### src/rtl/mdio_mgmt_pkg.sv
package mdio_mgmt_pkg;
  localparam int FRAME_BITS  = 64;
  localparam int PRE_BITS    = 32;
  localparam int ADDR_W      = 5;
  localparam int DATA_W      = 16;
  localparam int CTRL_W      = 32;
  localparam int IDX_W       = $clog2(FRAME_BITS);
  // first bit index released during a read (turnaround onwards)
  localparam int RELEASE_IDX = PRE_BITS + 4 + 2 * ADDR_W;
  // first data bit index
  localparam int DATA_IDX    = RELEASE_IDX + 2;

  typedef struct packed {
    logic [ADDR_W-1:0] phy;
    logic [ADDR_W-1:0] regn;
    logic              wr;
  } mdio_cmd_t;

  function automatic mdio_cmd_t decode_cmd(input logic [CTRL_W-1:0] w);
    mdio_cmd_t c;
    c.phy  = w[15:11];
    c.regn = w[10:6];
    c.wr   = w[1];
    return c;
  endfunction

  function automatic logic [CTRL_W-1:0] encode_ctrl(input mdio_cmd_t c, input logic busy);
    return {16'h0000, c.phy, c.regn, 4'b0000, c.wr, busy};
  endfunction

  function automatic logic [FRAME_BITS-1:0] build_frame(input mdio_cmd_t c,
                                                        input logic [DATA_W-1:0] d);
    logic [1:0]        op;
    logic [1:0]        ta;
    logic [DATA_W-1:0] pay;
    op  = c.wr ? 2'b01 : 2'b10;
    ta  = c.wr ? 2'b10 : 2'b11;
    pay = c.wr ? d : {DATA_W{1'b1}};
    return {{PRE_BITS{1'b1}}, 2'b01, op, c.phy, c.regn, ta, pay};
  endfunction
endpackage

### src/rtl/mdio_mdc_gen.sv
module mdio_mdc_gen #(
  parameter int HALF = 25
) (
  input  logic clk,
  input  logic rst_n,
  input  logic run,
  output logic mdc,
  output logic rise_tick,
  output logic fall_tick
);
  localparam int CW = (HALF > 1) ? $clog2(HALF) : 1;
  localparam logic [CW-1:0] LAST = CW'(HALF - 1);

  logic [CW-1:0] cnt;
  logic          edge_now;

  assign edge_now  = run && (cnt == LAST);
  assign rise_tick = edge_now && !mdc;
  assign fall_tick = edge_now && mdc;

  always_ff @(posedge clk) begin
    if (!rst_n) begin
      cnt <= '0;
      mdc <= 1'b0;
    end else if (!run) begin
      cnt <= '0;
      mdc <= 1'b0;
    end else if (edge_now) begin
      cnt <= '0;
      mdc <= ~mdc;
    end else begin
      cnt <= cnt + 1'b1;
    end
  end

  // clock parks low once stopped
  a_r3_stop_low: assert property (@(posedge clk) disable iff (!rst_n)
    !run |=> !mdc);
  // mdc only moves on a divider boundary
  a_r3_mdc_only_on_edge: assert property (@(posedge clk) disable iff (!rst_n)
    (run && $past(run) && !$past(edge_now)) |-> $stable(mdc));
endmodule

### src/rtl/mdio_shift_engine.sv
module mdio_shift_engine
  import mdio_mgmt_pkg::*;
(
  input  logic              clk,
  input  logic              rst_n,
  input  logic              launch,
  input  mdio_cmd_t         cmd,
  input  logic [DATA_W-1:0] wdata,
  input  logic              rise_tick,
  input  logic              fall_tick,
  input  logic              mdio_i,
  output logic              busy,
  output logic              done,
  output logic [DATA_W-1:0] rx_data,
  output logic              mdio_o,
  output logic              mdio_oe
);
  localparam logic [IDX_W-1:0] LAST_IDX = IDX_W'(FRAME_BITS - 1);
  localparam logic [IDX_W-1:0] REL_IDX  = IDX_W'(RELEASE_IDX);
  localparam logic [IDX_W-1:0] SMP_IDX  = IDX_W'(DATA_IDX);

  logic [FRAME_BITS-1:0] sh;
  logic [IDX_W-1:0]      bit_idx;
  logic                  wr_q;
  logic [DATA_W-1:0]     rx;
  logic                  sample_now;

  assign done       = busy && fall_tick && (bit_idx == LAST_IDX);
  assign sample_now = busy && rise_tick && !wr_q && (bit_idx >= SMP_IDX);
  assign rx_data    = rx;
  assign mdio_o     = busy ? sh[FRAME_BITS-1] : 1'b1;
  assign mdio_oe    = busy && (wr_q || (bit_idx < REL_IDX));

  always_ff @(posedge clk) begin
    if (!rst_n) begin
      busy    <= 1'b0;
      sh      <= '0;
      bit_idx <= '0;
      wr_q    <= 1'b0;
      rx      <= '0;
    end else if (launch && !busy) begin
      busy    <= 1'b1;
      sh      <= build_frame(cmd, wdata);
      bit_idx <= '0;
      wr_q    <= cmd.wr;
      rx      <= '0;
    end else begin
      if (sample_now) rx <= {rx[DATA_W-2:0], mdio_i};
      if (busy && fall_tick) begin
        if (bit_idx == LAST_IDX) begin
          busy <= 1'b0;
        end else begin
          bit_idx <= bit_idx + 1'b1;
          sh      <= {sh[FRAME_BITS-2:0], 1'b1};
        end
      end
    end
  end

  // busy drops right after the final bit
  a_r2_done_idle: assert property (@(posedge clk) disable iff (!rst_n)
    done |=> !busy);
  // the bit position advances only on a falling mdc tick
  a_r4_shift_on_fall: assert property (@(posedge clk) disable iff (!rst_n)
    (busy && $past(busy) && !$past(fall_tick)) |-> $stable(bit_idx));
endmodule

### src/rtl/mdio_mgmt_ctrl.sv
module mdio_mgmt_ctrl
  import mdio_mgmt_pkg::*;
#(
  parameter int MDC_HALF = 25
) (
  input  logic        clk,
  input  logic        rst_n,
  input  logic        reg_we,
  input  logic        reg_sel,
  input  logic [31:0] reg_wdata,
  output logic [31:0] ctrl_rdata,
  output logic [15:0] data_rdata,
  output logic        mdc,
  output logic        mdio_o,
  output logic        mdio_oe,
  input  logic        mdio_i
);
  mdio_cmd_t         cmd_q;
  mdio_cmd_t         cmd_new;
  logic [DATA_W-1:0] data_q;
  logic [DATA_W-1:0] rx_data;
  logic              busy;
  logic              done;
  logic              launch;
  logic              data_wr;
  logic              rise_tick;
  logic              fall_tick;

  assign cmd_new = decode_cmd(reg_wdata);
  assign launch  = reg_we && !reg_sel && !busy;
  assign data_wr = reg_we && reg_sel;

  always_ff @(posedge clk) begin
    if (!rst_n) begin
      cmd_q  <= '0;
      data_q <= '0;
    end else begin
      if (launch) cmd_q <= cmd_new;
      if (done && !cmd_q.wr) data_q <= rx_data;
      else if (data_wr)      data_q <= reg_wdata[DATA_W-1:0];
    end
  end

  assign ctrl_rdata = encode_ctrl(cmd_q, busy);
  assign data_rdata = data_q;

  mdio_mdc_gen #(.HALF(MDC_HALF)) u_mdc (
    .clk       (clk),
    .rst_n     (rst_n),
    .run       (busy),
    .mdc       (mdc),
    .rise_tick (rise_tick),
    .fall_tick (fall_tick)
  );

  mdio_shift_engine u_eng (
    .clk       (clk),
    .rst_n     (rst_n),
    .launch    (launch),
    .cmd       (cmd_new),
    .wdata     (data_q),
    .rise_tick (rise_tick),
    .fall_tick (fall_tick),
    .mdio_i    (mdio_i),
    .busy      (busy),
    .done      (done),
    .rx_data   (rx_data),
    .mdio_o    (mdio_o),
    .mdio_oe   (mdio_oe)
  );

  // command fields frozen while a frame runs
  a_r8_cmd_frozen: assert property (@(posedge clk) disable iff (!rst_n)
    (busy && $past(busy)) |-> $stable(cmd_q));
  // data register only moves by software or read completion
  a_r7_data_hold: assert property (@(posedge clk) disable iff (!rst_n)
    (busy && !data_wr && !done) |=> $stable(data_q));
endmodule

### config.mk
export PLATFORM = sky130hd
export DESIGN_NAME = mdio_mgmt_ctrl
export DESIGN_NICKNAME = d
export VERILOG_FILES = /design/src/rtl/mdio_mgmt_pkg.sv /design/src/rtl/mdio_mdc_gen.sv /design/src/rtl/mdio_shift_engine.sv /design/src/rtl/mdio_mgmt_ctrl.sv
export SDC_FILE = /design/constraint.sdc
export NUM_CORES = 1
export LEC_CHECK = 0
export CORE_ASPECT_RATIO = 0.75
export CORE_UTILIZATION = 30
export DETAILED_ROUTE_END_ITERATION = 10
export GPL_ROUTABILITY_DRIVEN = 0
export SETUP_SLACK_MARGIN = 0.15
export SYNTH_ARGS = -nofsm -noshare
export SYNTH_HDL_FRONTEND = slang
export SYNTH_SLANG_ARGS = --single-unit
### constraint.sdc
create_clock -name clk -period 3.67 [get_ports clk]
set_clock_uncertainty 0.2 [all_clocks]
set_input_delay 0.367 -clock clk [delete_from_list [all_inputs] [get_ports clk]]
set_output_delay 0.367 -clock clk [all_outputs]
set_load 0.01 [all_outputs]
==> results.cfg <==
[run_status]
outcome = finished clean

[yosys]
synth_ff_type = dfxtp_1
ys_warn_count = 0
synth.area.top_cells = dfxtp_1, nor3_1, nor2_1, nand2_1, nand3_1
synthArstFlopShare_pct = 0
yosysMostFrequentCell = dfxtp_1
synth_enable_flop_cells = 0
synth_top_area_cell = dfxtp_1
synth_seq_cells = 120
syn_avg_cell_area_um2 = 8.30
yosys.area.top_type_share_pct = 48.3
syn_area_mm2 = 0.00497
syn_inst = 599
ys_types = 35
synth_seq_area_share_pct = 48.3
synth_common_cells = dfxtp_1, nor2_1, nor3_1

[setup_path]
worst_r2r_path_depth = 5
reg2reg_to = u_eng.bit_idx[4]$_SDFFE_PP0P_
r2r_slack_ns = 0.95
max_stage_delay_ns = 0.60
crit_path_start_kind = flip-flop
path_max_fanout = 46
crit_type = flip-flop to flip-flop
worstReg2RegStart = u_eng.busy$_SDFFE_PN0P_
crit_path_end_kind = flip-flop
critPathArrivalTime_ns = 2.87
critPathRequiredTime_ns = 3.82
critical_path.cell_chain = or3b_2 > buf_4 > nand2_1 > or4_1 > nand2_1
crit_slowest_cell = dfxtp_1
crit_top_cell = nand2_1

[routing]
via_per_inst = 4.99
drt_iter0_drc = 334
routedWlPerCell_um = 14.0
vias = 4234
first_pass_iters = 4
postRouteAntennaNets = 0
wirelength_um = 11900
route.detailed.drc = 0

[final_layout]
drive_gt1_share_pct = 7.52
insertedDiodeCount = 0
nNetsFinal = 665
syn2layout_area_growth_pct = 22.3
n_fill_cell = 1626

[cts]
htree_levels = 4
clockBufferDepth = 2
cts.sinks = 120
post_cts_resized = 0
numCtsBuffers = 17
cts_setup_buffers = 0
cts_root_buf = clkbuf_16
clk_latency_ns = 0.41
cts_tree = yes
clk_transition_reported_paths_ns = 0.06
cts_hold_buf = 0

[sta]
holdWs_ns = 0.256
worst_slew_pin_slew_ns = 1.06
fin_crit_sh_pct = 74.2
setup_viol = 0
relSlewSlack_pct = 29.2
maxSlewViolCount = 0
min_period_ns = 2.72
fin_tns_setup_ns = 0
rsz0062_at_grt = false
finalHoldViolations = 0
fmax_mhz = 367

[global_route]
grt_pass1_wl_um = 20200
grt_overflow_total = 0
grt_pass1_vias = 4025
grt_antenna_before_repair = 0
grt_max_degree = 69
grt_usage_pct = 14.9

[floorplan]
io_pins = 88
core_mm2 = 0.0161
die_area_mm2 = 0.0171
start_util_pct = 30.9
die_w_um = 151
rows = 40
fp.dieH_um = 114

[pwr]
switchingPower_mw = 0.779
power.density_mw_per_mm2 = 539
pwr-share-clk_pct = 50.4
power_frac_comb_pct = 6.9
pwr-share-seq_pct = 42.7
total_power_mw = 3.28
power_leakage_nw = 2.20
power_switching_share_pct = 23.8
irDropWorstVdd_mv = 0.328
intPower_mw = 2.50

[worst_hold_path]
min_path_cells = 2
min_from = ctrl_rdata[14]$_SDFFE_PN0P_
hold_class = flip-flop to flip-flop
min_to = ctrl_rdata[14]$_SDFFE_PN0P_

[run]
drv_cap = 0

[place]
hpwl_um = 7730
port_buffers = 51
[metrics by stage]
step | setup slack, ns | utilization (%) | instances | cell area, µm²
finish | 0.945 | 37.7 | 848 | 6080
global placement | 0.759 | 34.0 | 816 | 5490
CTS | 0.922 | 37.7 | 848 | 6080
global route | 0.693 | 37.7 | 848 | 6080
floorplan | 1.76 | - | 618 | 5040
detailed placement | 0.767 | 34.0 | 816 | 5490
[worst max-delay path by stage]
stage / start / to / slack, ns / cells after the start
global placement: reg_we / u_eng.bit_idx[4]$_SDFFE_PP0P_ / 0.76 / 6
floorplan: u_mdc.cnt[0]$_SDFF_PP0_ / u_eng.sh[56]$_SDFFE_PN0P_ / 1.76 / 9
global route: u_eng.busy$_SDFFE_PN0P_ / u_eng.bit_idx[4]$_SDFFE_PP0P_ / 0.69 / 5
detailed placement: reg_we / u_eng.bit_idx[4]$_SDFFE_PP0P_ / 0.77 / 6
finish: u_eng.busy$_SDFFE_PN0P_ / u_eng.bit_idx[4]$_SDFFE_PP0P_ / 0.95 / 5
CTS: u_eng.busy$_SDFFE_PN0P_ / u_eng.bit_idx[4]$_SDFFE_PP0P_ / 0.92 / 5
[critical path: cells and delay by family (launching register included)]
kind	cells	cell delay, ns
flops	1	0.60
buf+inv	1	0.41
simple gates	4	1.46
[logic make-up (layout without fill, tap and decap cells)]
family / count (synthesis) / in the layout / share of synthesized area [%]
simple gates: 283 / 283 / 25.7
flops: 120 / 120 / 48.3
compound gates: 88 / 88 / 11.3
buf+inv: 83 / 103 / 9.71
mux: 16 / 16 / 3.22
xor+xnor: 5 / 5 / 0.881
fa+ha+maj: 3 / 3 / 0.755
other cells: 1 / 20 / 0.0754
[power groups by stage]
stage / Clock (mW) / Combinational [mW] / Sequential (mW)
after floorplan: 0 / 0.153 / 1.42
after global placement: 0 / 0.220 / 1.42
final: 1.65 / 0.227 / 1.40
after CTS: 1.68 / 0.227 / 1.40
after global routing: 1.74 / 0.252 / 1.41
after detailed placement: 0 / 0.225 / 1.43
[registers in the layout, indices dropped and copies added, names as in the netlist]
register       flops
u_eng.bit_idx      6
u_mdc.cnt          5
ctrl_rdata        11
u_eng.sh          64
data_rdata        16
u_mdc.mdc          1
u_eng.busy         1
u_eng.rx_data     16
[metal layers]
| layer | share of wire, % | vias up | track usage [%] |
|---|---|---|---|
| met1 | 49 | 1998 | 20.8 |
| met2 | 45 | 129 | 22.1 |
| met3 | 4.9 | 13 | 3.32 |
| met4 | 1.4 | 0 | 6.20 |
| li1 | - | 2094 | - |
| met5 | 0 | - | 0 |
[layout by cell type, fill, tap and decap left out, types with 6 or more instances in the layout]
master           count
clkinvlp_4           6
clkdlybuf4s50_1     51
a31oi_1             24
o21ai_0             15
nor2_1              75
mux2i_1             16
conb_1              20
clkbuf_16           17
inv_1                9
nor3_1              71
a311oi_1            16
a21oi_1             30
nand2_1             70
nand3_1             50
dfxtp_1            120
buf_4                8
[final cells by class]
cell class / count / area, µm² / area share (%)
Sequential cell: 120 / 2400 / 39.5
Multi-Input combinational cell: 415 / 2170 / 35.7
Timing Repair Buffer: 61 / 611 / 10.0
Clock buffer: 19 / 453 / 7.45
Tap cell: 210 / 263 / 4.32
Clock inverter: 13 / 145 / 2.39
Inverter: 10 / 37.5 / 0.617
(Power assumes the default switching activity.)
